<file path="config.mk">
export PLATFORM = sky130hd
export DESIGN_NAME = slice_lookup_pmu_bank
export DESIGN_NICKNAME = d
export VERILOG_FILES = /design/src/rtl/slpmu_pkg.sv /design/src/rtl/slpmu_match.sv /design/src/rtl/slpmu_unit.sv /design/src/rtl/slice_lookup_pmu_bank.sv
export SDC_FILE = /design/constraint.sdc
export NUM_CORES = 1
export LEC_CHECK = 0
export ABC_AREA = 1
export BUFFER_PORTS_ARGS = -buffer_cell sky130_fd_sc_hd__buf_2
export CAP_MARGIN = 20
export CORE_MARGIN = 5
export CORE_UTILIZATION = 35
export DETAILED_ROUTE_END_ITERATION = 7
export HOLD_SLACK_MARGIN = 0.05
export PLACE_DENSITY = 0.54
export REMOVE_ABC_BUFFERS = 1
export SYNTH_ARGS = -nofsm -noshare
export SYNTH_HDL_FRONTEND = slang
export SYNTH_HIERARCHICAL = 1
export SYNTH_SLANG_ARGS = --single-unit
</file>
<file path="constraint.sdc">
create_clock -name clk -period 2.56 [get_ports clk]
set_input_delay 0.384 -clock clk [delete_from_list [all_inputs] [get_ports clk]]
set_output_delay 0.384 -clock clk [all_outputs]
set_load 0.005 [all_outputs]
</file>
<file path="src/rtl/slpmu_pkg.sv">
package slpmu_pkg;

    localparam int CTRL_W = 14;
    localparam logic [7:0] EV_LOOKUP = 8'h34;

    typedef enum logic [1:0] {
        REQ_READ  = 2'd0,
        REQ_WRITE = 2'd1,
        REQ_SNOOP = 2'd2,
        REQ_FLUSH = 2'd3
    } req_type_e;

    typedef struct packed {
        logic [3:0] mask;   // bits 13..10
        logic [7:0] evsel;  // bits 9..2
        logic       clr;    // bit 1, never held
        logic       en;     // bit 0
    } ctrl_t;

    function automatic ctrl_t ctrl_from_word(input logic [CTRL_W-1:0] w);
        ctrl_t c;
        c = ctrl_t'(w);
        c.clr = 1'b0;
        return c;
    endfunction

endpackage

</file>
<file path="src/rtl/slpmu_match.sv">
module slpmu_match
    import slpmu_pkg::*;
(
    input  logic       en,
    input  logic [7:0] evsel,
    input  logic [3:0] mask,
    input  logic       freeze,
    input  logic       lk_valid,
    input  req_type_e  lk_type,
    output logic       hit
);
    logic type_ok;

    always_comb begin
        type_ok = mask[lk_type];
        hit = lk_valid && en && !freeze && (evsel == EV_LOOKUP) && type_ok;
    end

endmodule

</file>
<file path="src/rtl/slpmu_unit.sv">
module slpmu_unit
    import slpmu_pkg::*;
#(
    parameter int CNT_W = 48
) (
    input  logic             clk,
    input  logic             rst,
    input  logic             freeze,
    input  logic             lk_valid,
    input  req_type_e        lk_type,
    input  logic             ctrl_we,
    input  logic             cnt_we,
    input  logic [CNT_W-1:0] wdata,
    output ctrl_t            ctrl_q,
    output logic [CNT_W-1:0] cnt_q
);
    localparam logic [CNT_W-1:0] CNT_MAX = '1;

    logic hit;
    logic clr_req;

    assign clr_req = ctrl_we && wdata[1];

    slpmu_match match_i (
        .en       (ctrl_q.en),
        .evsel    (ctrl_q.evsel),
        .mask     (ctrl_q.mask),
        .freeze   (freeze),
        .lk_valid (lk_valid),
        .lk_type  (lk_type),
        .hit      (hit)
    );

    always_ff @(posedge clk) begin
        if (rst) begin
            ctrl_q <= '0;
            cnt_q  <= '0;
        end else begin
            if (ctrl_we) begin
                ctrl_q <= ctrl_from_word(wdata[CTRL_W-1:0]);
            end
            if (clr_req) begin
                cnt_q <= '0;
            end else if (cnt_we) begin
                cnt_q <= wdata;
            end else if (hit && (cnt_q != CNT_MAX)) begin
                cnt_q <= cnt_q + 1'b1;
            end
        end
    end

    AST_CLEAR_WINS: assert property (@(posedge clk) disable iff (rst)
        clr_req |=> (cnt_q == '0));

    AST_NO_WRAP: assert property (@(posedge clk) disable iff (rst)
        ((cnt_q == CNT_MAX) && !ctrl_we && !cnt_we) |=> (cnt_q == CNT_MAX));

    AST_IDLE_HOLDS: assert property (@(posedge clk) disable iff (rst)
        (!hit && !ctrl_we && !cnt_we) |=> $stable(cnt_q));

    AST_STEP_ONE: assert property (@(posedge clk) disable iff (rst)
        (!ctrl_we && !cnt_we) |=> ((cnt_q == $past(cnt_q)) || (cnt_q == $past(cnt_q) + 1'b1)));

    AST_LOAD_WINS: assert property (@(posedge clk) disable iff (rst)
        (cnt_we && !clr_req) |=> (cnt_q == $past(wdata)));

    AST_CLR_NOT_HELD: assert property (@(posedge clk) disable iff (rst)
        ctrl_we |=> (ctrl_q.clr == 1'b0));

endmodule

</file>
<file path="src/rtl/slice_lookup_pmu_bank.sv">
module slice_lookup_pmu_bank
    import slpmu_pkg::*;
#(
    parameter int NUM_SLICES = 4,
    parameter int CNT_W      = 48,
    parameter int SLICE_W    = (NUM_SLICES > 1) ? $clog2(NUM_SLICES) : 1
) (
    input  logic                    clk,
    input  logic                    rst,
    input  logic [NUM_SLICES-1:0]   lk_valid,
    input  logic [2*NUM_SLICES-1:0] lk_type,
    input  logic                    freeze,
    input  logic                    reg_wr,
    input  logic                    reg_rd,
    input  logic [SLICE_W:0]        reg_addr,
    input  logic [CNT_W-1:0]        reg_wdata,
    output logic [CNT_W-1:0]        reg_rdata
);
    logic [SLICE_W-1:0] sel_slice;
    logic               sel_cnt;
    logic [CNT_W-1:0]   rd_word [NUM_SLICES];
    logic [NUM_SLICES-1:0] ctrl_we_v;
    logic [NUM_SLICES-1:0] cnt_we_v;

    assign sel_slice = reg_addr[SLICE_W:1];
    assign sel_cnt   = reg_addr[0];

    for (genvar g = 0; g < NUM_SLICES; g++) begin : g_slice
        ctrl_t              ctrl_q;
        logic [CTRL_W-1:0]  ctrl_bits;
        logic [CNT_W-1:0]   cnt_q;
        logic               addr_hit;

        assign addr_hit     = reg_wr && (sel_slice == SLICE_W'(g));
        assign ctrl_we_v[g] = addr_hit && !sel_cnt;
        assign cnt_we_v[g]  = addr_hit && sel_cnt;

        slpmu_unit #(.CNT_W(CNT_W)) unit_i (
            .clk      (clk),
            .rst      (rst),
            .freeze   (freeze),
            .lk_valid (lk_valid[g]),
            .lk_type  (req_type_e'(lk_type[2*g +: 2])),
            .ctrl_we  (ctrl_we_v[g]),
            .cnt_we   (cnt_we_v[g]),
            .wdata    (reg_wdata),
            .ctrl_q   (ctrl_q),
            .cnt_q    (cnt_q)
        );

        assign ctrl_bits  = ctrl_q;
        assign rd_word[g] = sel_cnt ? cnt_q : CNT_W'(ctrl_bits);
    end

    always_comb begin
        reg_rdata = '0;
        for (int s = 0; s < NUM_SLICES; s++) begin
            if (reg_rd && (sel_slice == SLICE_W'(s))) begin
                reg_rdata = rd_word[s];
            end
        end
    end

    AST_RDATA_IDLE_ZERO: assert property (@(posedge clk) disable iff (rst)
        !reg_rd |-> (reg_rdata == '0));

    AST_ONE_TARGET: assert property (@(posedge clk) disable iff (rst)
        $onehot0({ctrl_we_v, cnt_we_v}));

endmodule

</file>
# == Word level (Yosys, flattened, before mapping) ==
# Index checks and enable logic that the tools add are counted.
# op_classes
eq_ne,11
magnitude_cmp,4
add_sub_neg,4
reduce_logical,51
n_mux,24
# op_table
cell,n
48-bit two-way mux,16
48-bit by 1-bit adder with 48-bit output (second input constant),4
48-bit != test (second input constant),4
1-bit logical AND,40
8-bit by 6-bit equality test with 1-bit output (second input constant),4
2-bit by 3-bit less-than comparator with 1-bit output (second input constant),4
1-bit binary-select mux with 2-bit select,4
2-bit nonzero test,4
2-bit OR reduction,4
2-bit equality test (second input constant),2
1-bit two-way mux,4
2-bit by 1-bit equality test with 1-bit output (second input constant),1
1-bit zero test,2
2-bit zero test,1
# totals
reg_bits,244
word_cells,110

# == Depth between registers and ports, before layout ==
# Gate-level depths: netlist of run 1.
# logic_depth
depth_word,7
ltp_mapped,13
depth_no_buf,12

# == Modules after synthesis ==
# The synthesis of run 1 kept the hierarchy.
# by_module_without_submodules
module,area_each_um2,instances,cells_each
slpmu_unit,3986.3,4,661
slice_lookup_pmu_bank,2895.3,1,658
slpmu_match,85.1,4,20

# == Least setup slack after synthesis of run 1 ==
# No wires, ideal clock.
# synth_timing
kind,input to register
from,in reg_addr[1]
to,reg g_slice[0].unit_i.cnt_q[39]
n_path_buf,4
cell_stages,10
arrival_time_ns,2.052
slack_ns,0.388
required_time_ns,2.441
setup_time_ns,0.119
cell_sequence,buf_2 nor2_2 buf_2 nand2_1 nor2_1 clkinv_1 clkbuf_1 clkbuf_1 o21ai_0 a21oi_1
# synth_via
elab_cells_between_ends,8
# synth_rtl
element,line_no,source
"start, declared",slice_lookup_pmu_bank.sv:15,"input logic [SLICE_W:0] reg_addr,"
2-bit zero test *,slice_lookup_pmu_bank.sv:34,assign addr_hit = reg_wr && (sel_slice == SLICE_W'(g));
1-bit logical AND *,slice_lookup_pmu_bank.sv:34,
1-bit logical AND *,slice_lookup_pmu_bank.sv:36,assign cnt_we_v[g] = addr_hit && sel_cnt;
net cnt_we_v[0],slice_lookup_pmu_bank.sv:23,logic [NUM_SLICES-1:0] cnt_we_v;
48-bit two-way mux or 2-bit nonzero test (tied branches),-,
"end signal, assigned",slpmu_unit.sv:45,cnt_q <= wdata;
"end signal, assigned",slpmu_unit.sv:47,cnt_q <= cnt_q + 1'b1;
"end, declared",slpmu_unit.sv:15,output logic [CNT_W-1:0] cnt_q
# Mark *: on every way through the listed nets, which the timed path passes. The rest lies on a longest branch.
# A chain may end at the register's enable or synchronous reset.

# == Worst setup path in the final report of run 1 ==
# layout_timing
from,reg g_slice[3].unit_i.cnt_q[14]
to,reg g_slice[3].unit_i.cnt_q[26]
# layout_via
elab_chain_cells,3
elab_cells_between_ends,6
# layout_rtl
element,line_no,source
"start, declared",slpmu_unit.sv:15,
"start signal, assigned",slpmu_unit.sv:45,
"start signal, assigned",slpmu_unit.sv:47,
48-bit by 1-bit adder with 48-bit output or 48-bit != test (tied branches),"slpmu_unit.sv:47, slpmu_unit.sv:46",
48-bit two-way mux or 1-bit logical AND (tied branches),slpmu_unit.sv:46,end else if (hit && (cnt_q != CNT_MAX)) begin
48-bit two-way mux or 2-bit nonzero test (tied branches),-,
# Parallel ways exist; a longest one is shown, timed or not. The select of a mux whose other input is x is not followed.

==> impl_metrics.tcl, run 1 <==
set metrics [dict create \
    power_leakage_nw 9.23 \
    r2r-end "g_slice[3].unit_i/cnt_q[26]$_SDFFE_PP0P_" \
    post_cts_buffers 0 \
    die_width_um 244 \
    cts-buffers-inserted 35 \
    synthTopCellsByArea "dfxtp_1 (25%), nand2_1 (24%), nor2_1 (10%)" \
    yosys.area.top_type "dfxtp_1" \
    dieArea_um2 59600 \
    regToRegSetupSlack_ns 0.27 \
    overflow 0 \
    synth_flop_cell "dfxtp_1" \
    p_comb_share_pct 10.6 \
    final_max_slew_viol_count 0 \
    postCtsHoldBufs 0 \
    r2r-start "g_slice[3].unit_i/cnt_q[14]$_SDFFE_PP0P_" \
    holdWs_ns 0.211 \
    startpoint "g_slice[3].unit_i/cnt_q[14]$_SDFFE_PP0P_" \
    crit_end "g_slice[3].unit_i/cnt_q[26]$_SDFFE_PP0P_" \
    period_share_pct 89.3 \
    insertion_delay_ns 0.57 \
    synthesis.area_um2 19200 \
    totalWireLength_um 87500 \
    slew_headroom_pct 42.8 \
    clock-skew-final_ns 0.0295 \
    dp_hpwl_um 67400 \
    layout.nets 3649 \
    cp_cell_sequence "nand2_1 > nor2_2 > nand2_1 > nor2_4 > nand3_4 > nand2_8 > nand2_8 > buf_4 > o21ai_0 > nor2_1" \
    worst_ep_arrival_time_ns 2.75 \
    worst_pin_slew_ns 0.855 \
    yosysMostFrequentCell "nand2_1" \
    row_count 85 \
    clk_pin_slew_ns 0.06 \
    grt_pass1_vias 20300 \
    hold_viol 0 \
    power_mw 10.5 \
    yosysUniqueCellTypes 36 \
    antenna_cells_inserted 0 \
    peakVddDrop_mv 0.425 \
    p_per_area_nw_per_um2 462 \
    synth_warnings 6 \
    drtIter0Drc 2632 \
    finalInstanceArea_um2 22700 \
    crit_family "simple AND/OR/NAND/NOR gates" \
    p_int_mw 7.58 \
    cts_sinks 244 \
    timing.fmax_mhz 437 \
    slowest_delay_ns 0.41 \
    antenna_found_initial 2 \
    swShare_pct 27.9 \
    antenna_left 0 \
    place_congestion 1.05 \
    synth_top_cells_by_count "nand2_1 (1243), nor2_1 (534), dfxtp_1 (244), inv_1 (230), a21oi_1 (188)" \
    crit_fanout 21 \
    drive_above_1_share_pct 12.5 \
    h-tree-depth 2 \
    pin_count 116 \
    ctsResizeCount 0 \
    via_count 22900 \
    routed_via_density 5.33 \
    coreArea_um2 54000 \
    synth_seq_cells 244 \
    die_h_um 244 \
    first_pass_iters 6 \
    worst-path-buf-inv 1 \
    worstSetupStartpointType "flop" \
    syn2layout_area_growth_pct 18.6 \
    grt_max_degree 103 \
    synth_edf_count 0 \
    wl_per_cell_um 20.4 \
    critPathRequiredTime_ns 3.02 \
    reg2regPathDepth 10 \
    slowest_stage "dfxtp_1" \
    end_kind "flop" \
    synth_area_per_cell_um2 5.67 \
    numPortBuffers 115 \
    drc 0 \
    worst-path-stages 10 \
    postSynthCellCount 3382 \
    p_seq_share_pct 37.9 \
    clockBufferDepth 3 \
    netlist.area_leader.share_pct 25.5 \
    yosysSeqAreaShare_pct 25.5 \
    synthArstFlopShare_pct 0 \
    clockRootBuffer "clkbuf_16" \
    power_switching_mw 2.93 \
    maxCapViolCount 0 \
    pwr-share-clk_pct 51.4 \
    rsz0062_at_grt "false" \
    final_core_util_pct 42.1 \
    outcome "finished, final reports clean" \
    setup_viol_count_final 0 \
    dpl_cell_area_um2 21500 \
    grt_pass1_wl_um 129000 \
    finalCriticalPeriod_ns 2.29 \
    grt_usage_pct 28.1 \
    cts_tree "yes" \
    start_util_pct 35.5 \
    crit_type "reg -> reg" \
    hold_class "in -> reg" \
]
worst register-to-register path, delay by kind of cell, from the launching register on:
kind,cells,cell delay (ns)
AND/OR/NAND/NOR,8,1.38
flip-flops,1,0.41
buffers and inverters,1,0.22
AO/OA/AOI/OAI,1,0.17
state kept, by name, summed over array words and instances (netlist names):
| name | cells |
|---|---|
| g_slice.unit_i/cnt_q | 192 |
| g_slice.unit_i/ctrl_q | 52 |
power by group through the flow:
stage / clock (mW) / combinational (mW) / sequential, mW
after floorplan: 0 / 0.429 / 4.07
after global placement: 0 / 1.10 / 4.06
after detailed placement: 0 / 1.10 / 4.06
after CTS: 5.47 / 1.10 / 3.98
after global routing: 5.62 / 1.20 / 3.99
final: 5.41 / 1.12 / 3.98
worst min path at each step:
stage,end,depth (start not counted),startpoint
floorplan,g_slice[0].unit_i/ctrl_q[2]$_SDFFE_PP0P_,2,g_slice[0].unit_i/ctrl_q[2]$_SDFFE_PP0P_
global placement,g_slice[2].unit_i/ctrl_q[7]$_SDFFE_PP0P_,2,g_slice[2].unit_i/ctrl_q[7]$_SDFFE_PP0P_
detailed placement,g_slice[0].unit_i/ctrl_q[7]$_SDFFE_PP0P_,2,g_slice[0].unit_i/ctrl_q[7]$_SDFFE_PP0P_
CTS,g_slice[3].unit_i/ctrl_q[13]$_SDFFE_PP0P_,2,rst
global route,g_slice[0].unit_i/ctrl_q[2]$_SDFFE_PP0P_,3,reg_wdata[2]
finish,g_slice[3].unit_i/ctrl_q[13]$_SDFFE_PP0P_,2,rst
stage by stage:
step / worst slack, ns / std cells / TNS [ns]
final: 0.273 / 4299 / 0
after floorplan: -1.98 / 3235 / -359.53
after global placement: 0.364 / 4236 / 0
after detailed placement: 0.338 / 4236 / 0
after CTS: 0.302 / 4299 / 0
after global routing: 0.0698 / 4299 / 0
per-layer routing:
layer  vias up  wire (um)  GRT usage, %
met3       169       7920          5.22
met2      1067      35100          40.1
met5         -          0             0
met4         0       4160          11.4
met1     10400      40300          41.4
li1      11200          -             -
layout by cell type, fill, tap and decap left out, drive strengths merged, types with 6 or more instances in the layout:
cell type / count
buf: 305
nand3b: 34
nor3b: 12
nand2: 1259
nor3: 69
xor2: 36
or2: 12
nand4: 134
inv: 236
nand3: 178
bufinv: 6
nor2: 565
o21ai: 168
a21oi: 192
a21o: 16
o21bai: 8
clkbuf: 49
xnor2: 56
clkinv: 10
dfxtp: 244
logic make-up after synthesis:
| group | Yosys count | share of synthesized area, % |
|---|---|---|
| other | 4 | 0.0783 |
| xor gates and xnor gates | 92 | 4.20 |
| buffers and inverters | 387 | 8.94 |
| and+or+nand+nor | 2263 | 50.5 |
| DFF | 244 | 25.5 |
| adders and majority gates | 4 | 0.261 |
| AOI/OAI and AO/OA | 388 | 10.5 |
area by class of cell:
type,instances,area [um^2]
fill,5975,31300
multi-input combinational,2751,12600
sequential,244,4880
timing repair buffer,305,2210
clock buffer,49,1000
inverter,240,921
tap,696,871
clock inverter,14,240
No activity file was read; power rests on OpenSTA's default activity.
==> run 2: changes to the inputs <==
--- a/config.mk
+++ b/config.mk
@@ -8,11 +8,13 @@
 export ABC_AREA = 1
 export BUFFER_PORTS_ARGS = -buffer_cell sky130_fd_sc_hd__buf_2
 export CAP_MARGIN = 20
+export CELL_PAD_IN_SITES_DETAIL_PLACEMENT = 1
+export CELL_PAD_IN_SITES_GLOBAL_PLACEMENT = 2
 export CORE_MARGIN = 5
-export CORE_UTILIZATION = 35
+export CORE_UTILIZATION = 33
 export DETAILED_ROUTE_END_ITERATION = 7
 export HOLD_SLACK_MARGIN = 0.05
-export PLACE_DENSITY = 0.54
+export PLACE_DENSITY = 0.85
 export REMOVE_ABC_BUFFERS = 1
 export SYNTH_ARGS = -nofsm -noshare
 export SYNTH_HDL_FRONTEND = slang
==> run 2 against run 1 <==
Net effect: count of clock-buffer cells in the layout up 7; die area is 5.8% higher; worst setup slack worse by 0.035 ns; register-to-register slack got worse by 0.04 ns; final cell count increased by 0.58%; sequential cell count did not move; power is 3.6% lower; core utilization fell by 3.4 points; non-clock buffer count decreased by 42; critical path depth fell by 2; final area decreased by 1.9%.
==> impl_metrics.tcl, run 2 (synthesized netlist as in run 1, its figures left out) <==
set metrics [dict create \
    timing.fmax_mhz 431 \
    totalWireLength_um 93600 \
    final_common_cell "nand2_1" \
    dieArea_um2 63000 \
    cts-buffers-inserted 36 \
    place_congestion 1.01 \
    final_cells 4324 \
    setup_viol_count_final 0 \
    critPathRequiredTime_ns 2.18 \
    coreArea_um2 57600 \
    hold_class "in -> reg" \
    final_max_slew_viol_count 0 \
    layout.nets 3608 \
    holdWs_ns 0.253 \
    drive_above_1_share_pct 11.4 \
    ctsResizeCount 0 \
    period_share_pct 90.7 \
    antenna_found_initial 1 \
    routed_via_density 5.38 \
    grt_pass1_vias 22000 \
    clock-skew-final_ns 0.0210 \
    syn2layout_area_growth_pct 16.3 \
    row_count 88 \
    p_seq_share_pct 39.5 \
    clk_pin_slew_ns 0.06 \
    dp_cells 4263 \
    postCtsHoldBufs 0 \
    swShare_pct 28.3 \
    grt_usage_pct 28.4 \
    power_switching_mw 2.87 \
    cts_tree "yes" \
    hold_viol 0 \
    drc 0 \
    slew_headroom_pct 45.9 \
    crit_type "in -> out" \
    worst_pin_slew_ns 0.808 \
    numPortBuffers 115 \
    insertion_delay_ns 0.56 \
    clockRootBuffer "clkbuf_16" \
    top_register "g_slice.unit_i/cnt_q" \
    worstSetupStartpointType "input pin" \
    die_h_um 251 \
    die_width_um 251 \
    pwr-share-clk_pct 49.8 \
    h-tree-depth 2 \
    crit_fanout 48 \
    clockBufferDepth 3 \
    p_comb_share_pct 10.6 \
    end_kind "primary output" \
    p_per_area_nw_per_um2 454 \
    drtIter0Drc 1998 \
    outcome "finished, final reports clean" \
    via_count 23300 \
    power_leakage_nw 8.93 \
    pin_count 116 \
    post_cts_buffers 0 \
    largest_reg_flops 192 \
    antenna_left 0 \
    final_cell_mix "nand2_1 (1243), nor2_1 (529), dfxtp_1 (244)" \
    wl_per_cell_um 21.7 \
    finalCriticalPeriod_ns 2.32 \
    first_pass_iters 5 \
    peakVddDrop_mv 0.366 \
    cts_sinks 244 \
    maxCapViolCount 0 \
    dp_hpwl_um 72100 \
    start_util_pct 33.3 \
    rsz0062_at_grt "false" \
    finalInstanceArea_um2 22300 \
    overflow 0 \
    p_int_mw 7.26 \
    top_regs "g_slice.unit_i/cnt_q x192, g_slice.unit_i/ctrl_q x52" \
    worst_ep_arrival_time_ns 1.94 \
    dpl_cell_area_um2 21200 \
    grt_max_degree 69 \
    grt_pass1_wl_um 139000 \
]
run 2: worst max-delay path: stages:
cell,delay (ns)
buf_2,0.11
inv_1,0.36
buf_4,0.22
nor2_4,0.04
buf_12,0.17
nand2_1,0.08
nand4_1,0.29
buf_2,0.25
run 2: routing by layer:
layer	wire length, um	global-route usage [%]
met3	5970	3.49
met5	0	0
met2	40100	43.7
met1	44000	41.0
met4	3510	9.79
run 2: final cells by class:
| type | count | area, um^2 |
|---|---|---|
| Fill cell | 7919 | 35300 |
| Multi-Input combinational cell | 2751 | 12600 |
| Tap cell | 765 | 957 |
| Clock inverter | 4 | 45.0 |
| Sequential cell | 244 | 4880 |
| Timing Repair Buffer | 263 | 1770 |
| Clock buffer | 56 | 1110 |
| Inverter | 240 | 921 |
| Antenna cell | 1 | 2.50 |
run 2: through the flow:
| step | setup slack (ns) | power, mW | TNS, ns | util [%] |
|---|---|---|---|---|
| after floorplan | -1.98 | 4.50 | -359.53 | - |
| after global placement | 0.282 | 5.13 | 0 | 36.7 |
| after detailed placement | 0.265 | 5.14 | 0 | 36.7 |
| after CTS | 0.243 | 10.2 | 0 | 38.7 |
| after global routing | 0.0365 | 10.4 | 0 | 38.7 |
| final | 0.237 | 10.1 | 0 | 38.7 |
run 2: power groups by stage:
stage,registers [mW],logic [mW],clock network [mW]
after floorplan,4.07,0.429,0
after global placement,4.08,1.05,0
after detailed placement,4.08,1.06,0
after CTS,4.00,1.06,5.12
after global routing,4.02,1.16,5.26
final,4.00,1.08,5.04
run 2: final timing paths:
kind	from	slack, ns	cells after the start	end
setup / recovery	reg_rd	0.24	8	reg_rdata[19]
hold / removal	reg_wdata[29]	0.25	3	g_slice[3].unit_i/cnt_q[29]$_SDFFE_PP0P_
setup reg to reg	g_slice[0].unit_i/cnt_q[1]$_SDFFE_PP0P_	0.24	11	g_slice[0].unit_i/cnt_q[10]$_SDFFE_PP0P_
hold reg to reg	g_slice[2].unit_i/ctrl_q[5]$_SDFFE_PP0P_	0.48	2	g_slice[2].unit_i/ctrl_q[5]$_SDFFE_PP0P_
==> run 3: changes to the inputs <==
--- a/config.mk
+++ b/config.mk
@@ -5,16 +5,15 @@
 export SDC_FILE = /design/constraint.sdc
 export NUM_CORES = 1
 export LEC_CHECK = 0
-export ABC_AREA = 1
 export BUFFER_PORTS_ARGS = -buffer_cell sky130_fd_sc_hd__buf_2
 export CAP_MARGIN = 20
 export CELL_PAD_IN_SITES_DETAIL_PLACEMENT = 1
 export CELL_PAD_IN_SITES_GLOBAL_PLACEMENT = 2
 export CORE_MARGIN = 5
-export CORE_UTILIZATION = 33
+export CORE_UTILIZATION = 35
 export DETAILED_ROUTE_END_ITERATION = 7
 export HOLD_SLACK_MARGIN = 0.05
-export PLACE_DENSITY = 0.85
+export PLACE_DENSITY = 0.8
 export REMOVE_ABC_BUFFERS = 1
 export SYNTH_ARGS = -nofsm -noshare
 export SYNTH_HDL_FRONTEND = slang
==> run 3 against run 2 <==
Net effect: die area shrank 20%; final area shrank 14%; largest cell class unchanged; register-to-register slack lost 0.18 ns; sequential cell count is the same; hold slack lost 0.080 ns; worst setup slack lost 0.18 ns; critical path depth shrank 2.
==> impl_metrics.tcl, run 3 <==
set metrics [dict create \
    r2r-start "g_slice[1].unit_i/cnt_q[27]$_SDFFE_PP0P_" \
    via_count 16300 \
    crit_fanout 6 \
    syn2layout_area_growth_pct 19.2 \
    yosys.area.top_type "dfxtp_1" \
    multi_input_area_um2 10600 \
    synthArstFlopShare_pct 0 \
    power_leakage_nw 6.41 \
    hold_end "g_slice[3].unit_i/cnt_q[47]$_SDFFE_PP0P_" \
    row_count 78 \
    power_mw 9.87 \
    grt_usage_pct 26.6 \
    outcome "finished, final reports clean" \
    die_h_um 224 \
    postSynthCellCount 1987 \
    totalWireLength_um 69600 \
    clk_pin_slew_ns 0.06 \
    antenna_left 0 \
    final_common_cell "dfxtp_1" \
    final_max_slew_viol_count 0 \
    clockBufferDepth 3 \
    place_congestion 0.956 \
    synthTopCellsByArea "dfxtp_1 (30%), xnor2_1 (7.9%), o21ai_0 (6.2%)" \
    grt_pass1_wl_um 104000 \
    layout.nets 2219 \
    antenna_found_initial 2 \
    clockRootBuffer "clkbuf_16" \
    timing.fmax_mhz 399 \
    hold_viol 0 \
    worstSetupStartpointType "flop" \
    regToRegSetupSlack_ns 0.06 \
    synth_warnings 6 \
    yosysSeqAreaShare_pct 30.4 \
    slowest_stage "dfxtp_1" \
    hold_class "in -> reg" \
    cts-buffers-inserted 34 \
    synthesis.area_um2 16100 \
    routed_via_density 5.88 \
    post_cts_buffers 0 \
    synth_flop_cell "dfxtp_1" \
    slowest_delay_ns 0.51 \
    cp_cell_sequence "nand4_2 > or3_4 > a41oi_1 > nor4b_2 > xnor2_1 > a21oi_1" \
    slew_headroom_pct 53.8 \
    die_width_um 224 \
    grt_max_degree 70 \
    cts_sinks 244 \
    antenna_cells_inserted 0 \
    end_kind "flop" \
    hold_start "reg_wdata[47]" \
    worstHoldPathCells 3 \
    worst_pin_slew_ns 0.693 \
    numPortBuffers 115 \
    overflow 0 \
    reg2regPathDepth 6 \
    insertion_delay_ns 0.55 \
    final_cell_mix "dfxtp_1 (243), o21ai_0 (198), a21oi_1 (178)" \
    setup_viol_count_final 0 \
    peakVddDrop_mv 0.380 \
    synth_top_cells_by_count "dfxtp_1 (244), o21ai_0 (198), a21oi_1 (182), nor2_1 (174), nand2_1 (153)" \
    maxCapViolCount 0 \
    drive_above_1_share_pct 22.0 \
    cts_tree "yes" \
    finalCriticalPeriod_ns 2.50 \
    clock-skew-final_ns 0.0140 \
    critPathRequiredTime_ns 2.97 \
    fillerInstances 5493 \
    first_pass_iters 5 \
    synth_area_per_cell_um2 8.09 \
    h-tree-depth 2 \
    p_per_area_nw_per_um2 515 \
    wl_per_cell_um 25.1 \
    yosysMostFrequentCell "dfxtp_1" \
    worst_ep_arrival_time_ns 2.91 \
    synth_edf_count 0 \
    dp_hpwl_um 53100 \
    top_regs "g_slice.unit_i/cnt_q x192, g_slice.unit_i/ctrl_q x52" \
    ff_latch_area_um2 4890 \
    dieArea_um2 50300 \
    grt_pass1_vias 16500 \
    drtIter0Drc 1211 \
    start_util_pct 35.4 \
    rsz0062_at_grt "true" \
    top_register "g_slice.unit_i/cnt_q" \
    r2r-end "g_slice[1].unit_i/cnt_q[43]$_SDFFE_PP0P_" \
    period_share_pct 97.8 \
    synth_seq_cells 244 \
    pin_count 116 \
    netlist.area_leader.share_pct 30.4 \
    final_core_util_pct 42.2 \
    coreArea_um2 45400 \
    largest_reg_flops 192 \
    crit_type "reg -> reg" \
    yosysUniqueCellTypes 61 \
    drc 0 \
]
[run 3: cell types whose count changed after synthesis, moves of 34 or more]
cell	previous run	this run
nand2_1	1243	153
nor2_1	534	174
inv_1	230	26
nand3_1	170	53
xnor2_1	56	144
nand4_1	134	68
mux2_2	0	56
mux2i_1	0	56
nor4_1	0	40
a211oi_1	0	38
nor2b_1	0	34
o221ai_1	0	34
[run 3: critical path: cells and delay by family, from the launching register on]
family	cells	cell delay, ns
flip-flops	1	0.51
AO/OA/AOI/OAI	2	0.55
AND/OR/NAND/NOR	3	1.14
XOR/XNOR	1	0.15
[run 3: routing by layer]
| layer | share of wire (%) | vias to the layer above | global-route usage, % |
|---|---|---|---|
| li1 | - | 7621 | - |
| met1 | 45 | 8055 | 36.4 |
| met2 | 46 | 482 | 43.1 |
| met3 | 5.0 | 130 | 3.45 |
| met4 | 4.3 | 2 | 9.90 |
| met5 | 0.010 | - | 0 |
[run 3: worst max path at each step]
| stage | slack (ns) | cells after the start | start | to |
|---|---|---|---|---|
| final | 0.06 | 6 | g_slice[1].unit_i/cnt_q[27]$_SDFFE_PP0P_ | g_slice[1].unit_i/cnt_q[43]$_SDFFE_PP0P_ |
| after global routing | -0.07 | 10 | g_slice[2].unit_i/ctrl_q[3]$_SDFFE_PP0P_ | g_slice[2].unit_i/cnt_q[41]$_SDFFE_PP0P_ |
| after CTS | 0.003 | 10 | g_slice[2].unit_i/ctrl_q[4]$_SDFFE_PP0P_ | g_slice[2].unit_i/cnt_q[43]$_SDFFE_PP0P_ |
| after detailed placement | -0.10 | 8 | reg_addr[0] | g_slice[0].unit_i/cnt_q[32]$_SDFFE_PP0P_ |
| after global placement | -0.04 | 8 | reg_addr[0] | g_slice[0].unit_i/cnt_q[32]$_SDFFE_PP0P_ |
| after floorplan | -0.93 | 6 | reg_addr[0] | g_slice[0].unit_i/cnt_q[0]$_SDFFE_PP0P_ |
[run 3: where the power goes]
part | switching (mW) | internal, mW | total [mW]
clock network | 1.92 | 2.84 | 4.76
logic | 0.650 | 0.373 | 1.02
registers | 0.165 | 3.92 | 4.08
total | 2.74 | 7.13 | 9.87
[run 3: per-stage QoR]
| stage | worst slack [ns] | std cells | cell area, um^2 | TNS (ns) | hold slack (ns) |
|---|---|---|---|---|---|
| floorplan | -0.934 | 1859 | 15400 | -105.03 | 0.456 |
| finish | 0.0564 | 2772 | 19100 | 0 | 0.173 |
| global route | -0.0727 | 2772 | 19100 | -0.0996 | 0.166 |
| CTS | 0.00299 | 2772 | 19000 | 0 | 0.155 |
| detailed placement | -0.105 | 2711 | 17900 | -0.814 | 0.505 |
| global placement | -0.0444 | 2711 | 17900 | -0.223 | 0.485 |
[run 3: kinds of logic (layout without fill, tap and decap cells)]
family	count (synthesis)	in the layout	synth area share [%]
flip-flops	244	244	30.4
buffers and inverters	154	339	4.76
AO/OA/AOI/OAI	504	504	18.7
XOR/XNOR	180	180	9.81
other	4	4	0.0934
AND/OR/NAND/NOR	777	777	27.5
adder cells (fa/ha/maj)	4	4	0.312
multiplexers	120	120	8.35
[run 3: repair_timing]
action	CTS	global route
setup endpoints to repair	0	62
hold buffers	0	0
resized for setup	0	34
[run 3: layout make-up]
class | count | share of cell area, %
multi-input combinational | 1589 | 55.4
clock inverter | 8 | 0.255
clock buffer | 53 | 5.52
sequential | 244 | 25.5
tap | 600 | 3.92
inverter | 26 | 0.510
timing repair buffer | 252 | 8.90
